## config.mk

```make
export PLATFORM = sky130hd
export DESIGN_NAME = sar_seq_ctrl
export DESIGN_NICKNAME = d
export VERILOG_FILES = /design/src/rtl/sar_seq_pkg.sv /design/src/rtl/sar_strobe_edge.sv /design/src/rtl/sar_trial_reg.sv /design/src/rtl/sar_out_fmt.sv /design/src/rtl/sar_seq_ctrl.sv
export SDC_FILE = /design/constraint.sdc
export NUM_CORES = 1
export LEC_CHECK = 0
export BUFFER_PORTS_ARGS = -buffer_cell sky130_fd_sc_hd__buf_4
export CAP_MARGIN = 20
export CORE_ASPECT_RATIO = 1.5
export CORE_MARGIN = 1.5
export CORE_UTILIZATION = 35
export CTS_CLUSTER_DIAMETER = 200
export DETAILED_ROUTE_END_ITERATION = 6
export GPL_TIMING_DRIVEN = 0
export PLACE_DENSITY = 0.5
export SYNTH_ARGS = -nofsm -noshare
export SYNTH_HDL_FRONTEND = slang
export SYNTH_SLANG_ARGS = --single-unit
```

## constraint.sdc

```tcl
create_clock -name clk -period 2.4 [get_ports clk]
set_clock_uncertainty 0.05 [all_clocks]
set_input_delay 0.36 -clock clk [delete_from_list [all_inputs] [get_ports clk]]
set_output_delay 0.36 -clock clk [all_outputs]
set_load 0.05 [all_outputs]
```

## src/rtl/sar_seq_pkg.sv

```systemverilog
`timescale 1ns/1ps
package sar_seq_pkg;

    localparam int CHAN_W = 5;

    typedef enum logic [1:0] {
        ST_IDLE,
        ST_ACQ,
        ST_SET,
        ST_DECIDE
    } seq_state_t;

    typedef struct packed {
        logic              left_just;
        logic              ten_bit;
        logic              signed_md;
        logic [CHAN_W-1:0] chan;
    } seq_cfg_t;

endpackage

```

## src/rtl/sar_strobe_edge.sv

```systemverilog
`timescale 1ns/1ps
module sar_strobe_edge #(
    parameter int N = 2
) (
    input  logic         clk,
    input  logic         rst_n,
    input  logic         cs_n,
    input  logic [N-1:0] strb_n,
    output logic [N-1:0] rise,
    output logic [N-1:0] fall
);
    logic [N-1:0] strb_q;

    for (genvar g = 0; g < N; g++) begin : g_edge
        always_ff @(posedge clk or negedge rst_n) begin
            if (!rst_n) strb_q[g] <= 1'b1;
            else        strb_q[g] <= strb_n[g];
        end
        assign rise[g] = !cs_n &&  strb_n[g] && !strb_q[g];
        assign fall[g] = !cs_n && !strb_n[g] &&  strb_q[g];
    end
endmodule

```

## src/rtl/sar_trial_reg.sv

```systemverilog
`timescale 1ns/1ps
module sar_trial_reg #(
    parameter int MAG_W = 10,
    parameter int LO_W  = 8
) (
    input  logic             clk,
    input  logic             rst_n,
    input  logic             clear,
    input  logic             sign_first,
    input  logic             ten_bit,
    input  logic             step,
    input  logic             comp,
    output logic             sign_phase,
    output logic             last,
    output logic [MAG_W-1:0] trial_code,
    output logic             sign_nxt,
    output logic [MAG_W-1:0] mag_nxt
);
    localparam int IDX_W = $clog2(MAG_W);
    localparam int DROP  = MAG_W - LO_W;

    logic             sign_q;
    logic             sph_q;
    logic [IDX_W-1:0] idx_q;
    logic [MAG_W-1:0] mag_q;
    logic [IDX_W-1:0] stop_idx;

    assign stop_idx   = ten_bit ? '0 : IDX_W'(DROP);
    assign sign_phase = sph_q;
    assign last       = !sph_q && (idx_q == stop_idx);
    assign trial_code = sph_q ? mag_q : (mag_q | (MAG_W'(1) << idx_q));

    always_comb begin
        sign_nxt = sign_q;
        mag_nxt  = mag_q;
        if (step) begin
            if (sph_q) sign_nxt = comp;
            else       mag_nxt[idx_q] = comp;
        end
    end

    always_ff @(posedge clk or negedge rst_n) begin
        if (!rst_n) begin
            sign_q <= 1'b0;
            sph_q  <= 1'b0;
            idx_q  <= IDX_W'(MAG_W-1);
            mag_q  <= '0;
        end else if (clear) begin
            sign_q <= 1'b0;
            sph_q  <= sign_first;
            idx_q  <= IDX_W'(MAG_W-1);
            mag_q  <= '0;
        end else if (step) begin
            sign_q <= sign_nxt;
            mag_q  <= mag_nxt;
            if (sph_q)        sph_q <= 1'b0;
            else if (!last)   idx_q <= idx_q - 1'b1;
        end
    end
endmodule

```

## src/rtl/sar_out_fmt.sv

```systemverilog
`timescale 1ns/1ps
module sar_out_fmt #(
    parameter int MAG_W = 10,
    parameter int LO_W  = 8
) (
    input  logic             clk,
    input  logic             rst_n,
    input  logic             load,
    input  logic             ptr_home,
    input  logic             ptr_adv,
    input  logic             sign_in,
    input  logic [MAG_W-1:0] mag_in,
    input  logic             signed_md,
    input  logic             ten_bit,
    input  logic             left_just,
    output logic [7:0]       byte_out
);
    localparam int WORD_W = 16;
    localparam int PAD_L  = WORD_W - 1 - MAG_W;
    localparam int EXT_HI = WORD_W - MAG_W;
    localparam int EXT_LO = WORD_W - LO_W;
    localparam int DROP   = MAG_W - LO_W;

    logic              s_eff;
    logic [MAG_W-1:0]  m_eff;
    logic [WORD_W-1:0] left_word;
    logic [WORD_W-1:0] word_nxt;
    logic [WORD_W-1:0] word_q;
    logic              lo_sel_q;

    always_comb begin
        s_eff = signed_md & sign_in;
        m_eff = mag_in;
        if (!ten_bit) m_eff[DROP-1:0] = '0;
    end

    if (PAD_L > 0) begin : g_pad
        assign left_word = {s_eff, m_eff, {PAD_L{1'b0}}};
    end else begin : g_nopad
        assign left_word = {s_eff, m_eff};
    end

    always_comb begin
        if (left_just)    word_nxt = left_word;
        else if (ten_bit) word_nxt = {{EXT_HI{s_eff}}, m_eff};
        else              word_nxt = {{EXT_LO{s_eff}}, m_eff[MAG_W-1:DROP]};
    end

    always_ff @(posedge clk or negedge rst_n) begin
        if (!rst_n) begin
            word_q   <= '0;
            lo_sel_q <= 1'b0;
        end else begin
            if (load) word_q <= word_nxt;
            if (load || ptr_home) lo_sel_q <= 1'b0;
            else if (ptr_adv)     lo_sel_q <= !lo_sel_q;
        end
    end

    assign byte_out = lo_sel_q ? word_q[7:0] : word_q[15:8];
endmodule

```

## src/rtl/sar_seq_ctrl.sv

```systemverilog
`timescale 1ns/1ps
module sar_seq_ctrl
    import sar_seq_pkg::*;
#(
    parameter int MAG_W    = 10,
    parameter int LO_W     = 8,
    parameter int ACQ_CLKS = 6
) (
    input  logic              clk,
    input  logic              rst_n,
    input  logic              cs_n,
    input  logic              wr_n,
    input  logic              rd_n,
    input  logic [7:0]        bus_din,
    output logic [7:0]        bus_dout,
    output logic              bus_doe,
    output logic              int_n,
    output logic [CHAN_W-1:0] chan_sel,
    output logic              sample_en,
    output logic              sign_trial,
    output logic [MAG_W-1:0]  trial_code,
    input  logic              comp_in
);
    localparam int ACQ_W = (ACQ_CLKS > 1) ? $clog2(ACQ_CLKS) : 1;

    seq_state_t       state_q, state_d;
    seq_cfg_t         cfg_q, cfg_new;
    logic [ACQ_W-1:0] acq_cnt_q;
    logic             int_n_q;
    logic [1:0]       rise, fall;
    logic             wr_start, int_clr, conv_done, trial_step;
    logic             sph, last_trial, sign_nxt;
    logic [MAG_W-1:0] mag_nxt;

    assign cfg_new = seq_cfg_t'(bus_din);

    sar_strobe_edge #(.N(2)) edge_i (
        .clk    (clk),
        .rst_n  (rst_n),
        .cs_n   (cs_n),
        .strb_n ({rd_n, wr_n}),
        .rise   (rise),
        .fall   (fall)
    );

    assign wr_start = rise[0];
    assign int_clr  = fall[0] | fall[1];

    // state register
    always_ff @(posedge clk or negedge rst_n) begin
        if (!rst_n) state_q <= ST_IDLE;
        else        state_q <= state_d;
    end

    // next state
    always_comb begin
        state_d = state_q;
        if (wr_start) begin
            state_d = ST_ACQ;
        end else begin
            unique case (state_q)
                ST_IDLE:   state_d = ST_IDLE;
                ST_ACQ:    if (acq_cnt_q == ACQ_W'(ACQ_CLKS-1)) state_d = ST_SET;
                ST_SET:    state_d = ST_DECIDE;
                ST_DECIDE: state_d = last_trial ? ST_IDLE : ST_SET;
                default:   state_d = ST_IDLE;
            endcase
        end
    end

    assign trial_step = (state_q == ST_DECIDE) && !wr_start;
    assign conv_done  = trial_step && last_trial;

    always_ff @(posedge clk or negedge rst_n) begin
        if (!rst_n) begin
            cfg_q     <= '0;
            acq_cnt_q <= '0;
            int_n_q   <= 1'b1;
        end else begin
            if (wr_start) cfg_q <= cfg_new;
            if (wr_start)                 acq_cnt_q <= '0;
            else if (state_q == ST_ACQ)   acq_cnt_q <= acq_cnt_q + 1'b1;
            if (conv_done)    int_n_q <= 1'b0;
            else if (int_clr) int_n_q <= 1'b1;
        end
    end

    sar_trial_reg #(.MAG_W(MAG_W), .LO_W(LO_W)) trial_i (
        .clk        (clk),
        .rst_n      (rst_n),
        .clear      (wr_start),
        .sign_first (cfg_new.signed_md),
        .ten_bit    (cfg_q.ten_bit),
        .step       (trial_step),
        .comp       (comp_in),
        .sign_phase (sph),
        .last       (last_trial),
        .trial_code (trial_code),
        .sign_nxt   (sign_nxt),
        .mag_nxt    (mag_nxt)
    );

    sar_out_fmt #(.MAG_W(MAG_W), .LO_W(LO_W)) fmt_i (
        .clk       (clk),
        .rst_n     (rst_n),
        .load      (conv_done),
        .ptr_home  (wr_start),
        .ptr_adv   (rise[1]),
        .sign_in   (sign_nxt),
        .mag_in    (mag_nxt),
        .signed_md (cfg_q.signed_md),
        .ten_bit   (cfg_q.ten_bit),
        .left_just (cfg_q.left_just),
        .byte_out  (bus_dout)
    );

    // outputs
    always_comb begin
        sample_en  = 1'b0;
        sign_trial = 1'b0;
        unique case (state_q)
            ST_IDLE:   ;
            ST_ACQ:    sample_en  = 1'b1;
            ST_SET:    sign_trial = sph;
            ST_DECIDE: sign_trial = sph;
            default:   ;
        endcase
        chan_sel = cfg_q.chan;
        int_n    = int_n_q;
        bus_doe  = !cs_n && !rd_n;
    end
endmodule

```

==> impl_results.md <==
* Outcome: complete, no violations
* CTS max path bufs at 2
* CP cell instances: inv_1, ha_1, and4bb_2, or2_2, buf_4
* Max-cap violations at 0
* Layout area overhead at 20.3%
* CTS HTree Levels at 2
* Synth top area cells: dfrtp_1 38%, nand2_1 6.9%, mux2_2 5.8%
* RSZ-0062 raised after global routing: false
* Power per Cell Area at 939 mW/mm2
* Slew @ Worst Pin at 0.653 ns
* Sw Pwr at 1.34 mW
* CP Max Fanout at 4
* # setup viols final at 0
* Gate power share at 43.6%
* Fin crit share at 96.9%
* Leakage at 1.56 nW
* Final Hold Vio Count at 0
* Distinct cells, synth at 59
* Hold_ws at 0.0495 ns
* Peak VDD IR at approximately 0.59 mV
* Seq pwr share at 34.3%
* Peak per-stage delay on the critical path at 0.55 ns
* Most frequent cell after synthesis: nand2_1
* Kind of critical path: reg -> out
* Post-synth EDFFs at 0
* # rows at 40
* Core area at just over 0.008 mm2
* Post-synth top flop: dfrtp_1
* Largest net degree at the start of global routing at 50
* Die W at 77.6 um
* Tmin final at between 2 and 2.5 ns
* Int Pwr at 1.95 mW
* Synth top cells by count: 54 x nand2_1, 44 x dfrtp_1, 20 x nor2_1
* Slew Limit Headroom at 56.5%
* Pre-antenna DRT Iters at 4
* Post-Layout Inst Area at 0.00351 mm2
* Initial antenna violation count at 0
* YS warnings at 0
* Syn avg cell area at 9.57 um2
* Share of layout cells above drive strength 1 at 29.9%
* Clk pwr share at 22.1%
* Crit start category: flip-flop
* Critical path buffer and inverter count at 2
* Seq cells post-synth at 49
* Max-slew violation count at 0
* Min-Delay Path Class: in -> async
* GRT overflow at 0
* Starting Density at 36.2%
* Root Buffer: clkbuf_16
* Synth Cell Area at 0.00292 mm2
* Vias in the first global route at 2256
* Synth top area share at 37.7%
* CTS Buf Count at 5
* First-pass GRT wire length at 12200 um
* Resize count post-CTS at 0
* Multi-input gate area at 0.00156 mm2
* Reg clk slew, reported paths at 0.07 ns
* Routed wire length at 7350 um
* Register area at about 0.0012 mm2
* Later-pin clock latency in the skew report at 0.29 ns
* Setup TNS at 0 ns
* Number of fill cells at 822
* Ant diodes at 0
* Net Sw Frac at 40.8%
* Crit-path leading delay family: simple AND/OR/NAND/NOR gates
* Chip height at 115 um
* Syn Nets at ~330
* DRC Markers at 0
* Crit. End Element: output pin
* CTS tree: built
* Wire per inst at 16.0 um
* IO Count at 41
* Post-CTS Hold Fix Bufs at 0
* Register area share after synthesis at 42.2%
* Fin nets at 374
* Critical Path RT at slightly below 2 ns
* Number of clock sinks at 49
* Initial DRC Count at between 70 and 80
* Max Freq at about 430 MHz
* Power after layout at 3.30 mW
* Routed Antenna Nets at 0
* Die area at approximately 0.0089 mm2
* Async S/R FF share, synth at 100%
* GP Congestion at 0.787
* Critical Path Stages at 5
* Total GRT Usage at between 10% and 20%
* Port Buffers at 40
* DR vias/cell at approximately 5
* Number of cells after detailed placement at 450
* Via count of the routed design at approximately 2300
* R2R depth at 7
* Area after DPL at ~0.0034 mm2
* Syn Inst Count at 305
* DP HPWL at 5430 um
* Number of post-CTS setup repair buffers at 1
* Crit-path slowest cell: dfstp_2
* Largest area contributor in the netlist: dfrtp_1
* Arrival @ worst endpoint at 1.92 ns
* Post-route insts no fill at approximately 460
[flip-flops by register name (all words and copies together), names as in the netlist]
register            count
trial_i.mag_q          10
state_q                 2
int_n                   1
acq_cnt_q               3
chan_sel                5
trial_i.sign_phase      1
edge_i.strb_q           2
fmt_i.word_q           16
cfg_q                   3
trial_i.sign_q          1
trial_i.idx_q           4
fmt_i.lo_sel_q          1
[per-stage QoR]
| stage | util, % | setup WS [ns] |
|---|---|---|
| 6_report | 43.6 | 0.0744 |
| 5_1_grt | 43.6 | 0.00950 |
| 4_1_cts | 43.6 | 0.0616 |
| 3_5_place_dp | 41.6 | 0.104 |
| 3_3_place_gp | 41.6 | 0.109 |
| 2_1_floorplan | - | 0.275 |
[layer usage]
layer	up-vias	GRT usage [%]	wire length (um)
met3	8	2.06	184
met1	1143	22.0	3170
met5	-	0	0
li1	1154	-	-
met2	41	31.7	3900
met4	0	5.21	96
[cells by family after synthesis]
logic type	share of synthesized area, %
adder cells (fa/ha/maj)	3.00
buffers and inverters	4.37
multiplexers	11.2
AO/OA/AOI/OAI	11.4
AND/OR/NAND/NOR	26.0
XOR/XNOR	1.80
flip-flops	42.2
[placed cells by master (no fill, tap or decap), types with 5 or more instances in the layout]
cell type / Yosys / final
nand2_1: 54 / 54
buf_4: 3 / 44
dfrtp_1: 44 / 44
nor2_1: 20 / 20
mux2_2: 15 / 15
nand3_1: 15 / 15
a21oi_1: 15 / 15
mux2i_1: 11 / 11
o21ai_1: 11 / 11
clkbuf_1: 8 / 8
inv_1: 7 / 7
nand2b_1: 7 / 7
ha_1: 7 / 7
buf_2: 6 / 6
or2_2: 6 / 6
o21ai_0: 6 / 6
clkbuf_16: 0 / 5
dfstp_2: 5 / 5
[final cells by class]
class,instances,area share (%)
inverters,7,0.748
flip-flops and latches,49,35.1
clock inverters,2,0.392
clock buffers,6,3.95
well taps,105,3.74
multi-input cells,229,44.4
plain buffers,20,2.89
repair buffers,41,8.76
[power groups by stage]
stage	Sequential, mW	Clock, mW	Combinational, mW
4_1_cts	1.13	0.747	1.46
3_5_place_dp	1.16	0	1.43
3_3_place_gp	1.16	0	1.42
5_1_grt	1.16	0.767	1.57
6_report	1.13	0.729	1.44
2_1_floorplan	1.17	0	1.03
[final timing paths]
check,endpoint,startpoint,slack [ns]
worst max-delay path,trial_code[8],trial_i.idx_q[0],0.07
worst min-delay path,trial_i.mag_q[5],rst_n,0.05
worst max register to register,fmt_i.word_q[8],trial_i.idx_q[0],0.21
worst min register to register,chan_sel[0],chan_sel[0],0.43
max in group asynchronous,fmt_i.word_q[11],rst_n,1.81
min in group clk,edge_i.strb_q[1],rd_n,0.14
No activity file was read; power rests on OpenSTA's default activity.
